<file path="config.mk">
export PLATFORM = sky130hd
export DESIGN_NAME = tok_pkt_decoder
export DESIGN_NICKNAME = d
export VERILOG_FILES = /design/src/rtl/tpd_pkg.sv /design/src/rtl/tpd_pid_class.sv /design/src/rtl/tpd_crc5.sv /design/src/rtl/tpd_capture.sv /design/src/rtl/tok_pkt_decoder.sv
export SDC_FILE = /design/constraint.sdc
export NUM_CORES = 1
export LEC_CHECK = 0
export BUFFER_PORTS_ARGS = -buffer_cell sky130_fd_sc_hd__clkbuf_2
export CORE_ASPECT_RATIO = 1.4
export CORE_MARGIN = 5
export CORE_UTILIZATION = 50
export CTS_CLUSTER_SIZE = 24
export DETAILED_ROUTE_END_ITERATION = 16
export PLACE_DENSITY = 0.74
export RECOVER_POWER = 100
export SLEW_MARGIN = 10
export SYNTH_ARGS = -nofsm -noshare
export SYNTH_HDL_FRONTEND = slang
export SYNTH_SLANG_ARGS = --single-unit
</file>
<file path="constraint.sdc">
create_clock -name clk -period 1.9 [get_ports clk]
set_input_delay 0 -clock clk [delete_from_list [all_inputs] [get_ports clk]]
set_output_delay 0 -clock clk [all_outputs]
set_load 0.005 [all_outputs]
</file>
<file path="src/rtl/tpd_pkg.sv">
package tpd_pkg;

    typedef enum logic [2:0] {
        K_OUT     = 3'd0,
        K_IN      = 3'd1,
        K_SETUP   = 3'd2,
        K_SOF     = 3'd3,
        K_DATA    = 3'd4,
        K_HSHAKE  = 3'd5,
        K_SPECIAL = 3'd6,
        K_BAD     = 3'd7
    } kind_t;

    typedef enum logic {
        S_IDLE = 1'b0,
        S_BODY = 1'b1
    } state_t;

endpackage

</file>
<file path="src/rtl/tpd_pid_class.sv">
module tpd_pid_class
    import tpd_pkg::*;
#(
    parameter int BYTE_W = 8,
    localparam int NIB_W = BYTE_W / 2
) (
    input  logic [BYTE_W-1:0] pid_byte,
    output kind_t             kind,
    output logic              pid_ok
);

    logic [NIB_W-1:0] lo_nib;
    logic [NIB_W-1:0] hi_nib;
    logic             compl_ok;
    kind_t            raw_kind;

    assign lo_nib   = pid_byte[NIB_W-1:0];
    assign hi_nib   = pid_byte[BYTE_W-1:NIB_W];
    assign compl_ok = (hi_nib == ~lo_nib);

    always_comb begin
        unique case (lo_nib)
            4'h1:                 raw_kind = K_OUT;
            4'h9:                 raw_kind = K_IN;
            4'hD:                 raw_kind = K_SETUP;
            4'h5:                 raw_kind = K_SOF;
            4'h3, 4'hB:           raw_kind = K_DATA;
            4'h2, 4'hA, 4'hE:     raw_kind = K_HSHAKE;
            4'hC:                 raw_kind = K_SPECIAL;
            default:              raw_kind = K_BAD;
        endcase
    end

    assign pid_ok = compl_ok && (raw_kind != K_BAD);
    assign kind   = pid_ok ? raw_kind : K_BAD;

endmodule

</file>
<file path="src/rtl/tpd_crc5.sv">
module tpd_crc5 #(
    parameter int              BODY_W = 11,
    parameter int              CRC_W  = 5,
    parameter logic [CRC_W-1:0] POLY  = 5'h05
) (
    input  logic [BODY_W-1:0] body,
    output logic [CRC_W-1:0]  field
);

    logic [CRC_W-1:0] lfsr;
    logic [CRC_W-1:0] resid;

    always_comb begin
        logic fb;
        lfsr = '1;
        for (int i = 0; i < BODY_W; i++) begin
            fb   = body[i] ^ lfsr[CRC_W-1];
            lfsr = {lfsr[CRC_W-2:0], 1'b0};
            if (fb) begin
                lfsr = lfsr ^ POLY;
            end
        end
        resid = ~lfsr;
    end

    // the field carries the residue MSB in its lowest bit position
    generate
        for (genvar k = 0; k < CRC_W; k++) begin : g_rev
            assign field[k] = resid[CRC_W-1-k];
        end
    endgenerate

endmodule

</file>
<file path="src/rtl/tpd_capture.sv">
module tpd_capture #(
    parameter int BYTE_W = 8,
    parameter int CNT_W  = 3
) (
    input  logic              clk,
    input  logic              rst_n,
    input  logic              take_first,
    input  logic              take_more,
    input  logic [BYTE_W-1:0] data,
    output logic [BYTE_W-1:0] nxt_pid,
    output logic [BYTE_W-1:0] nxt_b1,
    output logic [BYTE_W-1:0] nxt_b2,
    output logic [CNT_W-1:0]  nxt_cnt
);

    localparam logic [CNT_W-1:0] CNT_MAX = '1;

    logic [BYTE_W-1:0] pid_q, b1_q, b2_q;
    logic [CNT_W-1:0]  cnt_q;

    always_comb begin
        nxt_pid = pid_q;
        nxt_b1  = b1_q;
        nxt_b2  = b2_q;
        nxt_cnt = cnt_q;
        if (take_first) begin
            nxt_pid = data;
            nxt_b1  = '0;
            nxt_b2  = '0;
            nxt_cnt = CNT_W'(1);
        end else if (take_more) begin
            if (cnt_q == CNT_W'(1)) nxt_b1 = data;
            if (cnt_q == CNT_W'(2)) nxt_b2 = data;
            if (cnt_q != CNT_MAX)   nxt_cnt = cnt_q + CNT_W'(1);
        end
    end

    always_ff @(posedge clk) begin
        if (!rst_n) begin
            pid_q <= '0;
            b1_q  <= '0;
            b2_q  <= '0;
            cnt_q <= '0;
        end else begin
            pid_q <= nxt_pid;
            b1_q  <= nxt_b1;
            b2_q  <= nxt_b2;
            cnt_q <= nxt_cnt;
        end
    end

    // a start byte always restarts the count at one
    a_r10_restart_count : assert property (@(posedge clk) disable iff (!rst_n)
        take_first |=> (cnt_q == CNT_W'(1)));

    // counter saturates instead of wrapping
    a_r7_count_saturates : assert property (@(posedge clk) disable iff (!rst_n)
        (take_more && !take_first && cnt_q == CNT_MAX) |=> (cnt_q == CNT_MAX));

endmodule

</file>
<file path="src/rtl/tok_pkt_decoder.sv">
module tok_pkt_decoder
    import tpd_pkg::*;
#(
    parameter int BYTE_W  = 8,
    parameter int ADDR_W  = 7,
    parameter int ENDP_W  = 4,
    parameter int CRC_W   = 5,
    parameter int TOK_LEN = 3,
    parameter int CNT_W   = 3,
    localparam int BODY_W = ADDR_W + ENDP_W,
    localparam int NIB_W  = BYTE_W / 2
) (
    input  logic              clk,
    input  logic              rst_n,
    input  logic              in_vld,
    input  logic              in_sop,
    input  logic [BYTE_W-1:0] in_data,
    input  logic              in_eop,
    output logic              res_vld,
    output logic [2:0]        res_kind,
    output logic [NIB_W-1:0]  res_pid,
    output logic [ADDR_W-1:0] res_addr,
    output logic [ENDP_W-1:0] res_endp,
    output logic [BODY_W-1:0] res_frame,
    output logic              res_pid_err,
    output logic              res_crc_err,
    output logic              res_len_err,
    output logic              res_setup0
);

    state_t state_q, state_d;

    logic take_first, take_more, finish;

    logic [BYTE_W-1:0] nxt_pid, nxt_b1, nxt_b2;
    logic [CNT_W-1:0]  nxt_cnt;
    logic [2*BYTE_W-1:0] body16;
    logic [BODY_W-1:0]   body;
    logic [CRC_W-1:0]    rx_crc, calc_crc;

    kind_t kind;
    logic  pid_ok, is_tok, is_sof, len_ok, crc_bad;
    logic [ENDP_W-1:0] endp_w;

    // ---------------- input qualification ----------------
    assign take_first = in_vld && in_sop;
    assign take_more  = in_vld && !in_sop && (state_q == S_BODY);
    assign finish     = in_eop && (take_first || state_q == S_BODY);

    // ---------------- state register ----------------
    always_ff @(posedge clk) begin
        if (!rst_n) state_q <= S_IDLE;
        else        state_q <= state_d;
    end

    always_comb begin
        state_d = state_q;
        unique case (state_q)
            S_IDLE: begin
                if (take_first && !in_eop) state_d = S_BODY;  // IDLE_OPEN
                // IDLE_SHOT and HOLD stay in S_IDLE
            end
            S_BODY: begin
                if (in_eop) state_d = S_IDLE;                 // BODY_CLOSE
                // BODY_RESTART and HOLD stay in S_BODY
            end
            default: state_d = S_IDLE;
        endcase
    end

    // ---------------- datapath ----------------
    tpd_capture #(.BYTE_W(BYTE_W), .CNT_W(CNT_W)) u_cap (
        .clk        (clk),
        .rst_n      (rst_n),
        .take_first (take_first),
        .take_more  (take_more),
        .data       (in_data),
        .nxt_pid    (nxt_pid),
        .nxt_b1     (nxt_b1),
        .nxt_b2     (nxt_b2),
        .nxt_cnt    (nxt_cnt)
    );

    tpd_pid_class #(.BYTE_W(BYTE_W)) u_pid (
        .pid_byte (nxt_pid),
        .kind     (kind),
        .pid_ok   (pid_ok)
    );

    assign body16 = {nxt_b2, nxt_b1};
    assign body   = body16[BODY_W-1:0];
    assign rx_crc = body16[BODY_W +: CRC_W];
    assign endp_w = body[ADDR_W +: ENDP_W];

    tpd_crc5 #(.BODY_W(BODY_W), .CRC_W(CRC_W)) u_crc (
        .body  (body),
        .field (calc_crc)
    );

    assign is_tok  = (kind == K_OUT) || (kind == K_IN) || (kind == K_SETUP);
    assign is_sof  = (kind == K_SOF);
    assign len_ok  = (nxt_cnt == CNT_W'(TOK_LEN));
    assign crc_bad = (rx_crc != calc_crc);

    // ---------------- result register ----------------
    always_ff @(posedge clk) begin
        if (!rst_n || !finish) begin
            res_vld     <= 1'b0;
            res_kind    <= '0;
            res_pid     <= '0;
            res_addr    <= '0;
            res_endp    <= '0;
            res_frame   <= '0;
            res_pid_err <= 1'b0;
            res_crc_err <= 1'b0;
            res_len_err <= 1'b0;
            res_setup0  <= 1'b0;
        end else begin
            res_vld     <= 1'b1;
            res_kind    <= kind;
            res_pid     <= nxt_pid[NIB_W-1:0];
            res_addr    <= is_tok ? body[ADDR_W-1:0] : '0;
            res_endp    <= is_tok ? endp_w : '0;
            res_frame   <= is_sof ? body : '0;
            res_pid_err <= !pid_ok;
            res_len_err <= (is_tok || is_sof) && !len_ok;
            res_crc_err <= (is_tok || is_sof) && len_ok && crc_bad;
            res_setup0  <= (kind == K_SETUP) && len_ok && (endp_w == '0);
        end
    end

    // ---------------- assertions ----------------
    // rejected PID carries the invalid class and no other error
    a_r2_pid_err_alone : assert property (@(posedge clk) disable iff (!rst_n)
        (res_vld && res_pid_err) |-> (res_kind == 3'd7 && !res_len_err && !res_crc_err && !res_setup0));

    // a length error masks the CRC and setup flags
    a_r7_len_masks : assert property (@(posedge clk) disable iff (!rst_n)
        res_len_err |-> (res_vld && !res_crc_err && !res_setup0 && res_kind <= 3'd3));

    // the setup flag only accompanies a SETUP token to endpoint 0
    a_r8_setup_ep0 : assert property (@(posedge clk) disable iff (!rst_n)
        res_setup0 |-> (res_kind == 3'd2 && res_endp == '0));

    // a strobe is always caused by an end marker one cycle earlier
    a_r9_needs_end : assert property (@(posedge clk) disable iff (!rst_n)
        res_vld |-> $past(in_eop));

    // an end marker with no packet open gives no strobe
    a_r9_idle_end_quiet : assert property (@(posedge clk) disable iff (!rst_n)
        (in_eop && !in_vld && state_q == S_IDLE) |=> !res_vld);

    // data, handshake and special packets are never length or CRC checked
    a_r11_no_checks : assert property (@(posedge clk) disable iff (!rst_n)
        (res_vld && res_kind >= 3'd4 && res_kind <= 3'd6) |-> (!res_len_err && !res_crc_err));

    // result outputs are quiet between strobes
    a_r12_quiet : assert property (@(posedge clk) disable iff (!rst_n)
        !res_vld |-> (res_kind == '0 && res_pid == '0 && res_addr == '0 && res_endp == '0
                      && res_frame == '0 && !res_pid_err && !res_crc_err && !res_len_err && !res_setup0));

endmodule

</file>
**Word level (Yosys, flattened, before mapping)**

Memory sizes are Yosys's and may differ from the RTL's.
Cells that the tools add are included.

- Flip-flop bits (word level): 62
- Latch bits: 0
- Memory bits (writable): 0
- Memory bits (read-only): 48
- Input bits: 13
- Output and inout port bits: 34
- Memories kept: 1

Memories:

| memory | depth | bits a word | read ports | clocked after memory_dff | write ports | RTL line | text |
|---|---|---|---|---|---|---|---|
| (no name shown) | 16 | 3 | 1 | 0 | 0 | tpd_pid_class.sv:22 | `unique case (lo_nib)` |

- Add/subtract/negate cells: 1
- Multipliers: 0
- Div/mod/pow operators: 0
- Magnitude comparators: 0
- Eq/ne operators: 10
- Shift-type cells: 0
- Multiplexer cells: 26
- Bitwise gates (word level): 25
- Reductions and logical operators: 26

Operators with widths:

| cell | count |
|---|---|
| $mux W8 | 7 |
| $mux W3 | 15 |
| $not A2 Y2 | 10 |
| $eq A3 B2 Y1 const B | 4 |
| $logic_and A1 B1 Y1 | 11 |
| $xor A1 B1 Y1 | 8 |
| $eq A3 B1 Y1 const B | 2 |
| $logic_not A1 Y1 | 6 |
| $ne A3 B3 Y1 const B | 2 |
| $logic_or A1 B1 Y1 | 5 |
| $ne A5 B5 Y1 | 1 |
| $not A5 Y5 | 1 |
| $eq A4 B4 Y1 | 1 |
| $logic_not A4 Y1 | 1 |
| $not A4 Y4 | 1 |
| $reduce_or A2 Y1 | 2 |
| $add A3 B1 Y3 const B | 1 |
| $logic_not A3 Y1 | 1 |
| $mux W1 | 3 |
| $not A1 Y1 | 3 |
| $pmux W1 S2 | 1 |
| $xor A1 B1 Y1 const B | 2 |

**Logic depth before layout (Yosys ltp)**

- Word-level depth: 29
- Mapped depth: 10
- Mapped depth without buffers: 10

**Cells and area by module**

Synthesis repeated with hierarchy kept, for this count alone.

- Cell total of the unflattened synthesis: 246
- Area, all modules: 2587.5 µm²

By module, submodules not included:

| module | instances | cells an instance | area an instance (µm²) | seq. area each (µm²) |
|---|---|---|---|---|
| tpd_capture | 1 | 118 | 1154.9 | 540.5 |
| tok_pkt_decoder | 1 | 93 | 1099.8 | 700.7 |
| tpd_crc5 | 1 | 17 | 198.9 | 0.0 |
| tpd_pid_class | 1 | 18 | 133.9 | 0.0 |

**Least setup slack after synthesis**

No wires, ideal clock.

- Path type: reg-to-reg
- Start point: reg u_cap.cnt_q[0]
- End point: reg res_crc_err
- Library setup time: 0.126 ns
- Data arrival time: 1.919 ns
- Slack: -0.144 ns
- Cell stages (with the launch flop): 9
- Period minus slack after synthesis: 2.044 ns
- Path through: dfxtp_1 -> inv_1 -> ha_1 -> and3_4 -> a31oi_4 -> xnor3_1 -> xnor2_1 -> o31ai_1 -> a21boi_1

- Cells in the longest elaborated chain, start to end: 18
- Elaborated cells between the ends (all ways): 48

RTL lines:

| what | RTL line | text |
|---|---|---|
| from (decl) | tpd_capture.sv:19 | `logic [CNT_W-1:0] cnt_q;` |
| from (signal assigned) | tpd_capture.sv:48 | `cnt_q <= nxt_cnt;` |
| $eq A3 B1 Y1 | tpd_capture.sv:32 | `if (cnt_q == CNT_W'(1)) nxt_b1 = data;` |
| $mux W8 | tpd_capture.sv:32 |  |
| $mux W8 | tpd_capture.sv:31 | `end else if (take_more) begin` |
| $mux W8 | tpd_capture.sv:26 | `if (take_first) begin` |
| $mux W3 | tpd_crc5.sv:19 | `if (fb) begin` |
| $xor A1 B1 Y1 / $mux W3 (equally long branches) | tpd_crc5.sv:17, tpd_crc5.sv:19 |  |
| $mux W3 / $not A2 Y2 (equally long branches) | n/a |  |
| $mux W3 | tpd_crc5.sv:19 |  |
| [2 not listed] | n/a |  |
| $xor A1 B1 Y1 / $mux W3 (equally long branches) | tpd_crc5.sv:17, tpd_crc5.sv:19 |  |
| $mux W3 / $not A2 Y2 (equally long branches) | n/a |  |
| $mux W3 | tpd_crc5.sv:19 |  |
| $not A2 Y2 (no source line) / $xor A1 B1 Y1 (equally long branches) | n/a |  |
| $mux W3 | tpd_crc5.sv:19 |  |
| $not A5 Y5 | tpd_crc5.sv:23 | `resid = ~lfsr;` |
| $ne A5 B5 Y1 | tok_pkt_decoder.sv:103 | `assign crc_bad = (rx_crc != calc_crc);` |
| $logic_and A1 B1 Y1 (*) | tok_pkt_decoder.sv:127 | `res_crc_err <= (is_tok \|\| is_sof) && len_ok && crc_bad;` |
| to (signal assigned) | tok_pkt_decoder.sv:127 |  |
| to (decl) | tok_pkt_decoder.sv:26 | `output logic res_crc_err,` |

Every way passes the cells marked *; elsewhere a longest branch is shown, timed or not.
A chain may end at the register's enable or synchronous reset.

**Final worst setup path**

- Start point: reg u_cap.cnt_q[2]
- End point: reg res_crc_err

Same word-level chain as after synthesis.

==> flow_metrics.env <==
export IMPL_powerDensity_mw_per_mm2=726
export IMPL_path_clk_slew_ns=0.07
export IMPL_grt_pass1_wl_mm=11.1
export IMPL_area_delta_synth_final_pct=34.1
export IMPL_initial_core_util_pct=50.6
export IMPL_crit_path_max_fanout=4
export IMPL_final_nets=404
export IMPL_io_buffers=46
export IMPL_insertedDiodeCount=0
export IMPL_ys_types=43
export IMPL_synthXorXnorAreaFrac_pct=12.0
export IMPL_dr_first_iter_drc_count=107
export IMPL_setup_ws_ns=-0.215
export IMPL_synth_mux_area_fraction_pct=6.77
export IMPL_clkLatencyLatePin_ns=0.35
export IMPL_wire_per_inst_um=15.3
export IMPL_period_needed_ns=2.12
export IMPL_async_flop_share_pct=0
export IMPL_synth_cells=294
export IMPL_place_gp_congestion=0.952
export IMPL_relSlewSlack_pct=73.9
export IMPL_synth_edf_count=0
export IMPL_finalSetupViolCount=1
export IMPL_path_delay_family="XOR/XNOR gates"
export IMPL_grtUsageTotal_pct=20.3
export IMPL_tritoncts="built"
export IMPL_fin_skew_ns=0.00718
export IMPL_syn_avg_cell_area_um2=9.37
export IMPL_power_w=0.00268
export IMPL_crit_chain="and4bb_2, buf_4, nand2_4, a31oi_1, xnor3_2, xnor2_1, o211ai_1, o31ai_1, a21boi_1"
export IMPL_antenna_found_initial=0
export IMPL_max_freq_ghz=0.473
export IMPL_synthesis_area_mm2=0.00275
export IMPL_drc=0
export IMPL_fillers=453
export IMPL_wl_mm=7.06
export IMPL_cp_slowest_cell="xnor3_2"
export IMPL_worstMarginPinSlew_ns=0.381
export IMPL_dr_total_vias=2418
export IMPL_drv_slew=0
export IMPL_core_area_mm2=0.00545
export IMPL_synth_top_family_by_area="simple AND/OR/NAND/NOR gates"
export IMPL_violations="setup timing"
export IMPL_grt_overflow=0
export IMPL_slowest_delay_ns=0.42
export IMPL_clockBufferDepth=2
export IMPL_fin_util_pct=67.8
export IMPL_arrival_ns=2.35
export IMPL_ios=47
export IMPL_die_w_um=72.7
export IMPL_yosysSeqAreaShare_pct=45.1
export IMPL_critPathRequiredTime_ns=2.13
export IMPL_grt_max_degree=28
export IMPL_ant_nets=0
export IMPL_ctsRootBufferMaster="clkbuf_8"
export IMPL_drv_cap=0
export IMPL_cts_htree_levels=3
export IMPL_status="complete, but fails checks"
export IMPL_hold_viol=0
export IMPL_synth_warnings=0
export IMPL_viasPerCell=5.25
export IMPL_synth_nets=310
export IMPL_rows=32
export IMPL_die_area_mm2=0.00711
export IMPL_peakVddDrop_uv=456
export IMPL_place_hpwl_mm=5.13
export IMPL_synth_compound_gate_area_share_pct=10.7
export IMPL_first_pass_iters=4
export IMPL_layout_drive_gt1_share_pct=33.1
export IMPL_r2r_slack_ns=-0.22
export IMPL_synth_simple_area_share_pct=20.7
export IMPL_grt_pass1_vias=2313
export IMPL_die_h_um=97.8
export IMPL_hold_class="in -> reg"
export IMPL_crit_type="reg -> reg"
export IMPL_yosys_area_share_adder_pct=1.36
export IMPL_cp_start_kind="flip-flop"
export IMPL_p_leak_nw=1.61
export IMPL_timing_final_crit_share_pct=111
export IMPL_critPathBufInv=1
export IMPL_grt_setup_unrepaired="true"
export IMPL_synth_ff_type="dfxtp_1"
export IMPL_end_kind="flip-flop"
export IMPL_clock_sinks=62
export IMPL_cts_buffers=9
export IMPL_ys_ff_latch=62
==> kinds of logic after synthesis <==
group / after synthesis
and+or+nand+nor: 113
adders and majority gates: 3
AOI/OAI and AO/OA: 43
buffers and inverters: 22
muxes: 18
xor gates and xnor gates: 33
DFF: 62
==> where the power goes <==
part	leakage, nW	switching (W)	total (W)	internal [W]
Combinational	1.02	0.000133	0.000242	0.000109
Sequential	0.504	0.00000918	0.00132	0.00131
Clock	0.0883	0.000518	0.00112	0.000600
==> flip-flops by register name, summed over array words and instances (netlist names) <==
signal,count
res_endp,4
res_pid_err,1
res_vld,1
res_kind,3
res_pid,4
u_cap.cnt_q,3
res_addr,7
u_cap.pid_q,8
state_q,1
res_frame,11
u_cap.b1_q,8
res_crc_err,1
res_len_err,1
u_cap.b2_q,8
res_setup0,1
==> worst paths after layout <==
path,startpoint,to,cells past startpoint
worst max-delay path,u_cap.cnt_q[2],res_crc_err,9
worst min register to register,u_cap.pid_q[5],u_cap.pid_q[5],2
worst min-delay path,in_data[4],u_cap.pid_q[4],4
worst max register to register,u_cap.cnt_q[2],res_crc_err,9
==> layout by cell type, fill, tap and decap left out, types with 6 or more instances in the layout <==
cell type / count
dfxtp_1: 56
buf_4: 46
clkbuf_2: 30
nand2_1: 26
nor2_1: 25
xnor2_1: 20
nor3_1: 17
clkbuf_1: 17
mux2i_1: 14
xor2_1: 10
and2_1: 9
clkbuf_8: 9
a21oi_1: 7
inv_1: 6
and3_1: 6
==> worst min-delay path: stages <==
cell and delay (ns):
clkbuf_2 0.10, buf_4 0.16, nand2_1 0.05, a21boi_0 0.06
==> per-stage QoR <==
stage	cells	setup TNS, ns	setup WS (ns)	hold slack (ns)	cell area, um^2
global placement	437	-0.175	-0.153	0.172	3380
detailed placement	437	-0.310	-0.192	0.174	3380
floorplan	294	-0.0698	-0.0698	0.0650	2780
global route	461	-0.976	-0.329	0.0876	3690
finish	461	-0.215	-0.215	0.0744	3690
CTS	458	-0.196	-0.196	0.0620	3630
==> timing repair <==
item / CTS / global route
pin swaps: 4 / 7
setup endpoints to repair: 2 / 12
resized for setup: 7 / 15
hold endpoints to repair: 3 / 0
hold buffers: 3 / 0
gates cloned: 0 / 0
setup buffers: 2 / 3
==> Yosys cell counts, types with 2 or more instances <==
cell type	n	share of area, %
o21ai_1	2	0.36
buf_2	3	0.55
or2_2	2	0.45
xor2_1	10	3.2
inv_1	6	0.82
and2_1	9	2.0
dfxtp_1	62	45
nand2_1	27	3.7
o31ai_1	2	0.55
a21boi_0	5	1.4
ha_1	3	1.4
nor3_1	18	3.3
mux2i_1	16	5.8
o211ai_1	5	1.4
nor3b_1	5	1.4
a31oi_1	4	0.91
and3_1	6	1.4
o21ai_0	6	1.1
nor2_1	26	3.5
nand3_1	8	1.5
xnor2_1	20	6.4
a211oi_1	2	0.55
clkbuf_1	11	1.5
xnor3_1	3	2.5
a21o_1	2	0.55
a21oi_1	9	1.6
nor2b_1	5	1.1
buf_4	2	0.55
==> final cells by class <==
| class | instances | area [um^2] | area share, % |
|---|---|---|---|
| clock buffer | 10 | 128 | 3.46 |
| clock inverter | 6 | 62.6 | 1.69 |
| multi-input combinational | 210 | 1500 | 40.5 |
| sequential | 62 | 1250 | 33.9 |
| inverter | 6 | 22.5 | 0.610 |
| timing repair buffer | 99 | 648 | 17.5 |
| tap | 68 | 85.1 | 2.30 |
==> layer usage <==
layer / GRT usage [%] / wire length [um] / vias up
li1: - / - / 1192
met1: 21.1 / 2690 / 1146
met2: 35.9 / 3750 / 59
met3: 5.25 / 336 / 21
met4: 11.4 / 277 / 0
met5: 0 / 0 / -
(Power assumes the default switching activity.)
